## config.mk

```make
export PLATFORM = sky130hd
export DESIGN_NAME = postcode_snoop
export DESIGN_NICKNAME = d
export VERILOG_FILES = /design/src/rtl/postcode_snoop_pkg.sv /design/src/rtl/postcode_snoop_sync.sv /design/src/rtl/postcode_snoop_fifo.sv /design/src/rtl/postcode_snoop_regs.sv /design/src/rtl/postcode_snoop.sv
export SDC_FILE = /design/constraint.sdc
export NUM_CORES = 1
export LEC_CHECK = 0
export CORE_AREA = 2 2 480 363
export DETAILED_ROUTE_END_ITERATION = 12
export DIE_AREA = 0 0 482 365
export GPL_TIMING_DRIVEN = 1
export MAX_ROUTING_LAYER = met4
export PLACE_DENSITY = 0.54
export RECOVER_POWER = 50
export SLEW_MARGIN = 20
export SYNTH_ARGS = -nofsm -noshare
export SYNTH_HDL_FRONTEND = slang
export SYNTH_SLANG_ARGS = --single-unit
```

## constraint.sdc

```tcl
create_clock -name clk -period 6 [get_ports clk]
set_input_delay 1.2 -clock clk [delete_from_list [all_inputs] [get_ports clk]]
set_output_delay 1.2 -clock clk [all_outputs]
set_load 0.01 [all_outputs]
```

## src/rtl/postcode_snoop_pkg.sv

```systemverilog
`timescale 1ns/1ps
package postcode_snoop_pkg;
  localparam int DATA_W = 8;
  localparam int IO_ADDR_W = 16;
  localparam int OFF_W = 5;
  localparam int DW_BYTES = 4;

  localparam logic [OFF_W-1:0] OFF_A2_LO = 5'h02;
  localparam logic [OFF_W-1:0] OFF_A2_HI = 5'h04;
  localparam logic [OFF_W-1:0] OFF_CTRL  = 5'h06;
  localparam logic [OFF_W-1:0] OFF_STAT  = 5'h08;
  localparam logic [OFF_W-1:0] OFF_DATA  = 5'h0A;
  localparam logic [OFF_W-1:0] OFF_HOST  = 5'h0C;
  localparam logic [OFF_W-1:0] OFF_A1_LO = 5'h10;
  localparam logic [OFF_W-1:0] OFF_A1_HI = 5'h12;

  localparam int EN_A1    = 7;
  localparam int EN_A2    = 6;
  localparam int EN_HIRQ  = 4;
  localparam int EN_RIRQ  = 3;
  localparam int EN_DWORD = 2;
  localparam int HOST_CHG = 6;

  typedef struct packed {
    logic              push;
    logic              pushTag;
    logic [DATA_W-1:0] pushData;
    logic              pop;
  } fifoCmd_t;
endpackage

```

## src/rtl/postcode_snoop_sync.sv

```systemverilog
`timescale 1ns/1ps
module postcode_snoop_sync #(
  parameter int STAGES = 2
) (
  input  logic clk,
  input  logic rstN,
  input  logic asyncIn,
  output logic syncOut
);
  logic [STAGES-1:0] chain;

  generate
    if (STAGES == 1) begin : g_single
      always_ff @(posedge clk) begin
        if (!rstN) chain <= '0;
        else       chain <= asyncIn;
      end
    end else begin : g_multi
      always_ff @(posedge clk) begin
        if (!rstN) chain <= '0;
        else       chain <= {chain[STAGES-2:0], asyncIn};
      end
    end
  endgenerate

  assign syncOut = chain[STAGES-1];
endmodule

```

## src/rtl/postcode_snoop_fifo.sv

```systemverilog
`timescale 1ns/1ps
module postcode_snoop_fifo
  import postcode_snoop_pkg::*;
#(
  parameter int DEPTH = 128,
  localparam int PTR_W = (DEPTH > 1) ? $clog2(DEPTH) : 1,
  localparam int CNT_W = $clog2(DEPTH + 1)
) (
  input  logic              clk,
  input  logic              rstN,
  input  fifoCmd_t          cmd,
  output logic              empty,
  output logic              full,
  output logic [DATA_W-1:0] headData,
  output logic              headTag,
  output logic [CNT_W-1:0]  count
);
  logic [DATA_W:0] store [DEPTH];
  logic [PTR_W-1:0] wrPtr, rdPtr;
  logic doPush, doPop;

  assign empty  = (count == '0);
  assign full   = (count == CNT_W'(DEPTH));
  assign doPush = cmd.push && !full;
  assign doPop  = cmd.pop && !empty;

  function automatic logic [PTR_W-1:0] nextPtr(input logic [PTR_W-1:0] p);
    return (p == PTR_W'(DEPTH - 1)) ? '0 : p + 1'b1;
  endfunction

  always_ff @(posedge clk) begin
    if (doPush) store[wrPtr] <= {cmd.pushTag, cmd.pushData};
  end

  always_ff @(posedge clk) begin
    if (!rstN) begin
      wrPtr <= '0;
      rdPtr <= '0;
      count <= '0;
    end else begin
      if (doPush) wrPtr <= nextPtr(wrPtr);
      if (doPop)  rdPtr <= nextPtr(rdPtr);
      case ({doPush, doPop})
        2'b10:   count <= count + 1'b1;
        2'b01:   count <= count - 1'b1;
        default: count <= count;
      endcase
    end
  end

  assign {headTag, headData} = store[rdPtr];
endmodule

```

## src/rtl/postcode_snoop_regs.sv

```systemverilog
`timescale 1ns/1ps
module postcode_snoop_regs
  import postcode_snoop_pkg::*;
(
  input  logic                 clk,
  input  logic                 rstN,
  input  logic                 ioWrStb,
  input  logic [IO_ADDR_W-1:0] ioAddr,
  input  logic [DATA_W-1:0]    ioData,
  input  logic                 hostLvl,
  input  logic                 regWr,
  input  logic                 regRd,
  input  logic [OFF_W-1:0]     regOff,
  input  logic [7:0]           regWdata,
  input  logic                 fifoEmpty,
  input  logic                 fifoFull,
  input  logic [DATA_W-1:0]    fifoHeadData,
  input  logic                 fifoHeadTag,
  output fifoCmd_t             cmd,
  output logic [7:0]           regRdata,
  output logic                 irq,
  output logic [7:0]           enBits,
  output logic                 chgFlag,
  output logic                 ovfFlag
);
  logic [IO_ADDR_W-1:0] matchA1, matchA2, dwOfs;
  logic hit1, hit2, hitDw, hostPrev, hostEdge;
  logic [7:0] readVal;

  assign dwOfs = ioAddr - matchA1;
  assign hit1  = enBits[EN_A1] && (ioAddr == matchA1);
  assign hit2  = enBits[EN_A2] && (ioAddr == matchA2);
  assign hitDw = dwOfs < IO_ADDR_W'(DW_BYTES);

  always_comb begin
    cmd.pushData = ioData;
    cmd.pop      = regRd && (regOff == OFF_DATA);
    if (enBits[EN_DWORD]) begin
      cmd.push    = ioWrStb && hitDw;
      cmd.pushTag = (dwOfs == IO_ADDR_W'(DW_BYTES - 1));
    end else begin
      cmd.push    = ioWrStb && (hit1 || hit2);
      cmd.pushTag = !hit1;
    end
  end

  assign hostEdge = hostLvl ^ hostPrev;

  always_ff @(posedge clk) begin
    if (!rstN) begin
      matchA1  <= '0;
      matchA2  <= '0;
      enBits   <= '0;
      chgFlag  <= 1'b0;
      ovfFlag  <= 1'b0;
      hostPrev <= 1'b0;
    end else begin
      hostPrev <= hostLvl;
      if (regWr) begin
        case (regOff)
          OFF_A1_LO: matchA1[7:0]  <= regWdata;
          OFF_A1_HI: matchA1[15:8] <= regWdata;
          OFF_A2_LO: matchA2[7:0]  <= regWdata;
          OFF_A2_HI: matchA2[15:8] <= regWdata;
          OFF_CTRL:  enBits        <= regWdata;
          default: ;
        endcase
      end
      if (hostEdge) chgFlag <= 1'b1;
      else if (regWr && regOff == OFF_HOST && regWdata[HOST_CHG]) chgFlag <= 1'b0;
      if (cmd.push && fifoFull) ovfFlag <= 1'b1;
      else if (regRd && regOff == OFF_STAT && fifoEmpty) ovfFlag <= 1'b0;
    end
  end

  always_comb begin
    case (regOff)
      OFF_A1_LO: readVal = matchA1[7:0];
      OFF_A1_HI: readVal = matchA1[15:8];
      OFF_A2_LO: readVal = matchA2[7:0];
      OFF_A2_HI: readVal = matchA2[15:8];
      OFF_CTRL:  readVal = enBits;
      OFF_STAT:  readVal = {!fifoEmpty, 1'b0, ovfFlag, 4'b0, fifoHeadTag && !fifoEmpty};
      OFF_DATA:  readVal = fifoEmpty ? 8'h00 : fifoHeadData;
      OFF_HOST:  readVal = {1'b0, chgFlag, 6'b0};
      default:   readVal = 8'h00;
    endcase
  end

  always_ff @(posedge clk) begin
    if (!rstN)      regRdata <= 8'h00;
    else if (regRd) regRdata <= readVal;
  end

  assign irq = (enBits[EN_RIRQ] && !fifoEmpty) || (enBits[EN_HIRQ] && chgFlag);
endmodule

```

## src/rtl/postcode_snoop.sv

```systemverilog
`timescale 1ns/1ps
module postcode_snoop
  import postcode_snoop_pkg::*;
#(
  parameter int DEPTH = 128,
  parameter int SYNC_STAGES = 2,
  localparam int CNT_W = $clog2(DEPTH + 1)
) (
  input  logic        clk,
  input  logic        rstN,
  input  logic        ioWrStb,
  input  logic [15:0] ioAddr,
  input  logic [7:0]  ioData,
  input  logic        hostRst,
  input  logic        regWr,
  input  logic        regRd,
  input  logic [4:0]  regOff,
  input  logic [7:0]  regWdata,
  output logic [7:0]  regRdata,
  output logic        irq
);
  fifoCmd_t cmd;
  logic hostLvl, fifoEmpty, fifoFull, headTag, chgFlag, ovfFlag;
  logic [DATA_W-1:0] headData;
  logic [CNT_W-1:0] fifoCount;
  logic [7:0] enBits;

  postcode_snoop_sync #(.STAGES(SYNC_STAGES)) sync_i (
    .clk(clk), .rstN(rstN), .asyncIn(hostRst), .syncOut(hostLvl)
  );

  postcode_snoop_regs regs_i (
    .clk(clk), .rstN(rstN), .ioWrStb(ioWrStb), .ioAddr(ioAddr), .ioData(ioData),
    .hostLvl(hostLvl), .regWr(regWr), .regRd(regRd), .regOff(regOff),
    .regWdata(regWdata), .fifoEmpty(fifoEmpty), .fifoFull(fifoFull),
    .fifoHeadData(headData), .fifoHeadTag(headTag), .cmd(cmd),
    .regRdata(regRdata), .irq(irq), .enBits(enBits), .chgFlag(chgFlag),
    .ovfFlag(ovfFlag)
  );

  postcode_snoop_fifo #(.DEPTH(DEPTH)) fifo_i (
    .clk(clk), .rstN(rstN), .cmd(cmd), .empty(fifoEmpty), .full(fifoFull),
    .headData(headData), .headTag(headTag), .count(fifoCount)
  );
endmodule

```

# [After elaboration in Yosys (flattened, before gate mapping)]
# Memory sizes are Yosys's and may differ from the RTL's. A register that Yosys moved wholly into a read port is not among the register bits.
# Cells that the tools add are included.
[totals] register_bits=75 ram_bits=1152 inputBits=43 out_inout_bits=9 word_cells=80 mem_count=1
[mem_list] memory="fifo_i.store" depth=128 width=9 rd=1 rd_clocked_by_memory_dff=1 write_ports=1 line_no="postcode_snoop_fifo.sv:18" source="logic [DATA_W:0] store [DEPTH];"
[op_classes] add_sub_neg=5 magnitude_cmp=1 n_eq_ne=16 mux=14 n_bitwise=1 reduce_logical=29
[ops] cell="8-bit one-hot mux with 8 select lines" n=1
[ops] cell="16-bit == test" n=2
[ops] cell="7-bit two-way mux" n=4
[ops] cell="16-bit by 2-bit == test with 1-bit output, second input constant" n=1
[ops] cell="16-bit by 3-bit < comparator with 1-bit output, second input constant" n=1
[ops] cell="8-bit one-hot mux with 2 select lines" n=1
[ops] cell="16-bit subtractor" n=1
[ops] cell="5-bit by 4-bit == test with 1-bit output, second input constant" n=3
[ops] cell="1-bit logical AND" n=15
[ops] cell="7-bit by 1-bit adder with 7-bit output, second input constant" n=2
[ops] cell="7-bit == test, second input constant" n=2
[ops] cell="5-bit by 3-bit == test with 1-bit output, second input constant" n=2
[ops] cell="5-bit == test, second input constant" n=2
[ops] cell="2-bit AND reduction" n=5
[ops] cell="8-bit by 1-bit adder with 8-bit output, second input constant" n=1
[ops] cell="8-bit == test, second input constant" n=1
[ops] cell="8-bit zero test" n=1
[ops] cell="8-bit two-way mux" n=1
[ops] cell="8-bit by 1-bit subtractor with 8-bit output, second input constant" n=1
[ops] cell="1-bit two-way mux" n=6
[ops] cell="2-bit nonzero test" n=3
[ops] cell="5-bit by 2-bit == test with 1-bit output, second input constant" n=1
[ops] cell="1-bit zero test" n=3
[ops] cell="2-bit by 1-bit == test with 1-bit output, second input constant" n=1
[ops] cell="other kinds (4)" n=5

# [Longest topological paths before layout]
# Gate-level depths: netlist (run 1).
[depth] ltp_word=8 ltp_mapped=24 depth_no_buf=21

# [Cells and area by module]
# A second synthesis (run 1) with hierarchy kept.
[hier_totals] cells_unflattened=2808 hier_area_um2=49712.7
[modules_own_cells] module="postcode_snoop_fifo" instances=1 cells_per_inst=2318 area_per_inst_um2=45916.5
[modules_own_cells] module="postcode_snoop_regs" instances=1 cells_per_inst=486 area_per_inst_um2=3743.6
[modules_own_cells] module="postcode_snoop_sync" instances=1 cells_per_inst=4 area_per_inst_um2=52.6

# [Least setup slack after synthesis (run 1)]
# OpenSTA, ideal clock, no wires.
[synth_path] path_kind="input -> register" start="input port ioAddr[7]" end="register fifo_i.count[6]" setup_time_ns=0.128 arrival_time_ns=5.742 slack_ns=0.130 path_stages=21 n_path_buf=4 cell_sequence="ha_1 -> clkbuf_2 -> a21oi_1 -> or3b_1 -> o211a_1 -> or3_4 -> o41ai_4 -> buf_6 -> nand2_1 -> ha_1 -> clkbuf_1 -> buf_1 -> xor2_1 -> ha_1 -> a21oi_1 -> o21ai_0 -> a221oi_1 -> a32oi_1 -> a21oi_1 -> xnor2_1 -> nor2_1"
[synth_between] elab_chain_cells=8
[synth_lines] item="from (decl)" line_no="postcode_snoop.sv:12" source="input logic [15:0] ioAddr,"
[synth_lines] item="parallel branches: the longest is 4 deep, another holds 16-bit subtractor"
[synth_lines] item="2-bit two-way mux *" line_no="postcode_snoop_regs.sv:38" source="if (enBits[EN_DWORD]) begin"
[synth_lines] item="1-bit logical AND *" line_no="postcode_snoop_fifo.sv:24" source="assign doPush = cmd.push && !full;"
[synth_lines] item="2-bit by 1-bit == test with 1-bit output or 2-bit == test (tied branches)" line_no="postcode_snoop_fifo.sv:43" source="case ({doPush, doPop})"
[synth_lines] item="8-bit one-hot mux with 2 select lines or 2-bit nonzero test (tied branches)"
[synth_lines] item="to (signal assigned)" line_no="postcode_snoop_fifo.sv:44" source="2'b10: count <= count + 1'b1;"
[synth_lines] item="to (signal assigned)" line_no="postcode_snoop_fifo.sv:45" source="2'b01: count <= count - 1'b1;"
[synth_lines] item="to (signal assigned)" line_no="postcode_snoop_fifo.sv:46" source="default: count <= count;"
[synth_lines] item="to (decl)" line_no="postcode_snoop_fifo.sv:16" source="output logic [CNT_W-1:0] count"
# Every way passes the cells marked *.
# A chain may end at the register's enable or synchronous reset.

==> results.yml, run 1 <==
timing:
  report.final.slew_viol_count: 859
  hold_viol: 0
  fin_setup_tns_ps: 0
  max_freq_ghz: 0.1809
  clock_skew_ps: 45.06
  timing.final.crit_share_pct: 92.13
  setup_slack_ps: 472.1
  timing.slew.headroom_pct: -174.7
  period_minus_slack_ps: 5528
  setup_viol: 0
  rsz0062_at_grt: "no"
  tightest_slew_ps: 4120
power_and_ir_drop:
  p_leak_uw: 0.01765
  power_uw: 17000
  power_density_mw_per_mm2: 294.9
  vdd_drop_max_v: 0.0002545
setup_path:
  crit_required_ps: 6370
  critPathKind: "input pin to flip-flop"
  end_kind: "flip-flop"
  rr_worst_depth: 7
  crit_arrival_ps: 5900
  critPathLaunchType: "input pin"
  critical_path_peak_fanout: 24
floorplan:
  die_area_mm2: 0.1759
  rows: 132
  ios: 52
  initial_core_util_pct: 28.84
  core_area_mm2: 0.1714
  die_h_um: 365
  fp.dieW_um: 482
synth:
  synth-seq-cells: 1234
  synth_top_area_share_pct: 69.96
  synth.distinct_cells: 72
  syn_area_mm2: 0.04945
  synth_edf_count: 1152
  syn-num-nets: 2508
  synth_top_cell_by_area: "edfxtp_1"
  synth_common_cells: "edfxtp_1 (1152), mux4_2 (375), nor2_1 (178)"
  synth_area_per_cell_um2: 20.23
  ys_seq_area_share_pct: 73.28
  ys.flop_type: "edfxtp_1"
  ys_top_cells_by_area: "edfxtp_1 (70%), mux4_2 (17%), dfxtp_1 (3.3%), nor2_1 (1.4%), a21oi_1 (0.64%)"
  synthCells: 2444
  yosysMostFrequentCell: "edfxtp_1"
  ys_warn_count: 0
  async_flop_share_pct: 0
layout:
  final_area_mm2: 0.05765
  fin_nets: 2760
  filler_cell_count: 16130
  drive_above_1_share_pct: 28.22
  area_growth_pct: 16.58
  utilization_pct: 33.63
global_routing:
  antenna_found_initial: 3
  grt.total_usage_pct: 14.60
  grt_pass1_wl_mm: 181.8
  overflow: 0
  grt_max_degree: 84
  grt_pass1_vias: 24640
clock_network:
  cts.repair.resized: 0
  clock_sinks: 1234
  cts_hold_buf: 0
  clockBufferDepth: 3
  worstSkewPairLatency_ps: 740
  cts_max_level: 3
  cts_buffers: 111
  path_clk_slew_ps: 60
  cts_root_buffer: "clkbuf_16"
  cts_setup_buffers: 0
  cts_tree: "done"
routing:
  drt-pass1-iter-count: 5
  dr.first_iter.drc_count: 2915
  vias: 24960
  drc: 0
  postRouteWirelength_mm: 125.6
  vias_per_cell: 4.923
  wl_per_cell_um: 24.77
  drt.antenna.violating_nets: 0
place:
  postPlaceCellArea_mm2: 0.05407
  place_congestion: 0.7979
  dp_hpwl_mm: 78.99
  post-place-ws_ps: -27.87
  port_buffers: 51
job:
  drv_cap: 16
hold_path:
  holdCritPathClass: "flip-flop to flip-flop"
  hold_depth: 2
status:
  violations: "capacitance limit, slew limit"
  status: "finished with violations"
## worst paths after layout
path | startpoint | to | slack, ps
setup / recovery | ioAddr[0] | fifo_i.store[42][8]$_DFFE_PP_ | 470
hold / removal | regs_i.enBits[5]$_SDFFE_PN0P_ | regs_i.enBits[5]$_SDFFE_PN0P_ | 460
setup reg to reg | flip-flop | regs_i.regRdata[3]$_SDFFE_PN0P_ | 740
hold reg to reg | regs_i.enBits[5]$_SDFFE_PN0P_ | regs_i.enBits[5]$_SDFFE_PN0P_ | 460
## layout make-up
cell class / instances / area (µm²) / area share [%]
Clock buffer: 129 / 2845 / 4.936
Antenna cell: 3 / 7.507 / 0.01302
Timing Repair Buffer: 267 / 2215 / 3.842
Inverter: 29 / 108.9 / 0.1888
Sequential cell: 1234 / 36250 / 62.88
Clock inverter: 77 / 835.8 / 1.450
Tap cell: 2278 / 2850 / 4.944
Multi-Input combinational cell: 1053 / 12540 / 21.75
## report_power, final
| part | switching, µW | internal (µW) |
|---|---|---|
| logic | 219 | 72.2 |
| registers | 2.88 | 9400 |
| clock network | 3250 | 4060 |
## state kept, by name (all words and copies together), names as in the netlist, 2 cells and up, named ones only
register         count
fifo_i.count         8
fifo_i.rdPtr         7
fifo_i.store      1152
fifo_i.wrPtr         7
regs_i.enBits        8
regs_i.matchA1      16
regs_i.matchA2      16
regs_i.regRdata      8
sync_i.chain         2
## stage by stage
step | cells | hold WS (ps)
detailed placement | 4861 | 430.9
finish | 5070 | 461.6
floorplan | 2444 | 411.9
CTS | 5067 | 461.4
global placement | 4861 | 442.6
global route | 5068 | 495.4
## layout by cell type (no fill, tap or decap), types with 30 or more instances in the layout
cell type and instances:
clkdlybuf4s50_1 33, dfxtp_1 78, edfxtp_1 1152, clkbuf_16 111, a21oi_1 63, nor2_1 178, nand3_1 45, buf_4 188
nand2_1 78, o21ai_0 30, mux4_2 375, clkbuf_1 32
## worst max-delay path, cell delays in order
cell and delay [ps]:
dlygate4sd3_1 540, inv_1 50, ha_1 210, fa_1 380
nor2b_1 170, o21ba_2 160, o21ai_0 180, and4_1 260
or4_1 540, nor3_1 240, a31o_1 1070, clkbuf_1 850
## cells by family (layout without fill, tap and decap cells)
| kind of cell | after synthesis | in the layout | synth area share (%) |
|---|---|---|---|
| AND/OR/NAND/NOR | 412 | 412 | 3.993 |
| multiplexers | 414 | 414 | 17.91 |
| buffers and inverters | 157 | 502 | 1.349 |
| AO/OA/AOI/OAI | 172 | 172 | 2.320 |
| adder cells (fa/ha/maj) | 21 | 21 | 0.5466 |
| XOR/XNOR | 34 | 34 | 0.6022 |
| other | 0 | 3 | 0 |
| flip-flops | 1234 | 1234 | 73.28 |
## layer usage
metal	vias up	GRT usage, %	routed length [µm]	share of wire [%]
li1	10630	-	-	-
met1	13410	21.97	60610	48
met2	781	20.11	53660	43
met3	137	3.417	9517	7.6
met4	0	2.598	1776	1.4
met5	-	-	0	0
No activity file was read; power rests on OpenSTA's default activity.
==> run 2, diff against run 1 <==
ABC_AREA = 1   (was default)
CORE_AREA = 2 2 490 370   (was 2 2 480 363)
DIE_AREA = 0 0 492 372   (was 0 0 482 365)
==> run 2 against run 1 <==
The run still ends with capacitance limit, slew limit left; core utilization fell by 0.87 points; register-to-register slack improved by 570 ps; critical path depth rose by 7; global-route usage rose by 2.2 points; fmax rose by 3.1%; first-iteration DRC count rose by 45%; routed wire length rose by 22%; critical path type unchanged; critical endpoint is now fifo_i.store[67][8]$_DFFE_PP_; area after synthesis rose by 4.0%; via count rose by 42%; clock skew fell by 15 ps; sequential power barely moved.
==> results.yml, run 2 <==
layout:
  largest_reg_flops: 1152
  fin_nets: 4727
  top_register: "fifo_i.store"
  layout_common_cells: "nand2_1 (1185), edfxtp_1 (1152), nand3_1 (843)"
  reg_top3: "fifo_i.store (1152), regs_i.matchA1 (16), regs_i.matchA2 (16)"
  final_area_mm2: 0.05865
  drive_above_1_share_pct: 7.233
  final_common_cell: "nand2_1"
  area_growth_pct: 14.06
synth:
  synth.distinct_cells: 41
  synth_edf_count: 1152
  synth_area_per_cell_um2: 11.14
  syn-num-nets: 4680
  synthCells: 4616
  ys.flop_type: "edfxtp_1"
  async_flop_share_pct: 0
  syn_area_mm2: 0.05142
  yosysMostFrequentCell: "nand2_1"
  synth_top_area_share_pct: 67.28
  ys_seq_area_share_pct: 70.47
  synth_common_cells: "nand2_1 (1183), edfxtp_1 (1152), nand3_1 (843)"
  ys_warn_count: 0
  synth-seq-cells: 1234
  synth_top_cell_by_area: "edfxtp_1"
  ys_top_cells_by_area: "edfxtp_1 (67%), nand2_1 (8.6%), nand3_1 (8.2%), dfxtp_1 (3.2%), nor2_1 (2.4%)"
routing:
  vias: 35380
  drc: 0
  wl_per_cell_um: 21.42
  vias_per_cell: 4.943
  drt.antenna.violating_nets: 0
  dr.first_iter.drc_count: 4227
  drt-pass1-iter-count: 5
  postRouteWirelength_mm: 153.3
clock_network:
  cts_buffers: 117
  cts_setup_buffers: 0
  clock_sinks: 1234
  cts_hold_buf: 0
  cts.repair.resized: 0
  worstSkewPairLatency_ps: 750
  cts_max_level: 3
  cts_root_buffer: "clkbuf_16"
  cts_tree: "done"
  path_clk_slew_ps: 60
  clockBufferDepth: 3
place:
  place_congestion: 0.8993
  dp_hpwl_mm: 90.07
  postPlaceCellArea_mm2: 0.05511
  port_buffers: 51
job:
  drv_cap: 16
floorplan:
  ios: 52
  fp.dieW_um: 492
  rows: 135
  core_area_mm2: 0.1790
  initial_core_util_pct: 28.72
  die_h_um: 372
  die_area_mm2: 0.1830
global_routing:
  overflow: 0
  grt_pass1_vias: 33210
  grt_pass1_wl_mm: 224.0
  antenna_found_initial: 3
  grt_max_degree: 195
  grt.total_usage_pct: 16.77
status:
  violations: "capacitance limit, slew limit"
  status: "finished with violations"
setup_path:
  cp-startpoint: "ioAddr[0]"
  critical_path_peak_fanout: 35
  crit_arrival_ps: 5760
  critPathKind: "input pin to flip-flop"
  crit_required_ps: 6400
  critPathLaunchType: "input pin"
  reg2reg_setup_slack_ps: 1310
  end_kind: "flip-flop"
  rr_worst_depth: 17
  timing.rr.start: "regs_i.matchA1[0]$_SDFFE_PN0P_"
hold_path:
  min_from: "sync_i.chain[0]$_SDFF_PN0_"
  hold_depth: 2
  holdCritPathClass: "flip-flop to flip-flop"
timing:
  timing.final.crit_share_pct: 89.36
  report.final.slew_viol_count: 1031
  tightest_slew_ps: 4570
  fin_setup_tns_ps: 0
  timing.slew.headroom_pct: -204.6
  clock_skew_ps: 30.06
  max_freq_ghz: 0.1865
  rsz0062_at_grt: "no"
  setup_viol: 0
  period_minus_slack_ps: 5362
  hold_viol: 0
power_and_ir_drop:
  vdd_drop_max_v: 0.0002396
  p_leak_uw: 0.02018
  power_density_mw_per_mm2: 290.7
==> run 2: where the power goes <==
group	leakage, µW	internal (µW)	switching [µW]
Combinational	0.00739	70.6	276
Sequential	0.0110	9410	4.31
Clock	0.00181	3970	3320
Total	0.0202	13400	3600
==> run 2: per-stage QoR <==
stage	setup WS (ps)	hold slack, ps	cells	util (%)	power, µW
2_1_floorplan	1103	390.5	4616	-	9694
3_3_place_gp	300.8	410.4	6941	30.78	9935
3_5_place_dp	349.8	405.7	6941	30.78	9936
4_1_cts	1144	421.8	7153	32.83	17150
5_1_grt	375.3	437.3	7157	32.75	17510
6_report	638.5	415.0	7158	32.76	17050
==> run 2: cell families after synthesis <==
kind of cell / Yosys count / synth area share, %
AOI/OAI and AO/OA: 464 / 4.840
xor gates and xnor gates: 26 / 0.4429
adders and majority gates: 21 / 0.5256
buffers and inverters: 460 / 3.623
DFF: 1234 / 70.47
and+or+nand+nor: 2411 / 20.10
==> run 2: worst max-delay path, cell delays in order <==
cell and delay [ps]:
dlygate4sd3_1 570, inv_1 60, ha_1 220, fa_1 400, inv_1 120, nand3_1 100, nand2_1 150, nand2_1 90
nand2_1 60, nand2_1 50, nand2_1 50, nand2_1 50, nor2_1 80, nand2_1 70, nor2_2 80, nand2_1 70
nand2_1 200, o21a_1 1130, clkbuf_2 940
==> run 2: cell type report <==
type	count	area, µm²
diodes	5	12.51
clock buffers	152	3118
clock inverters	60	559.3
fillers	18060	120400
inverters	185	711.9
multi-input cells	2922	13310
flip-flops and latches	1234	36250
well taps	2397	2999
repair buffers	203	1688
==> run 2: final timing paths <==
check,endpoint
worst max register to register,fifo_i.store[67][8]$_DFFE_PP_
worst min-delay path,sync_i.chain[1]$_SDFF_PN0_
worst min register to register,sync_i.chain[1]$_SDFF_PN0_
worst max-delay path,fifo_i.store[67][8]$_DFFE_PP_
==> run 2: per-layer routing <==
metal	track usage, %	wire [µm]	up-vias
met5	-	0	-
met4	4.324	3844	0
met2	22.95	63950	1435
met1	24.43	71090	17380
met3	4.294	14420	228
li1	-	-	16340
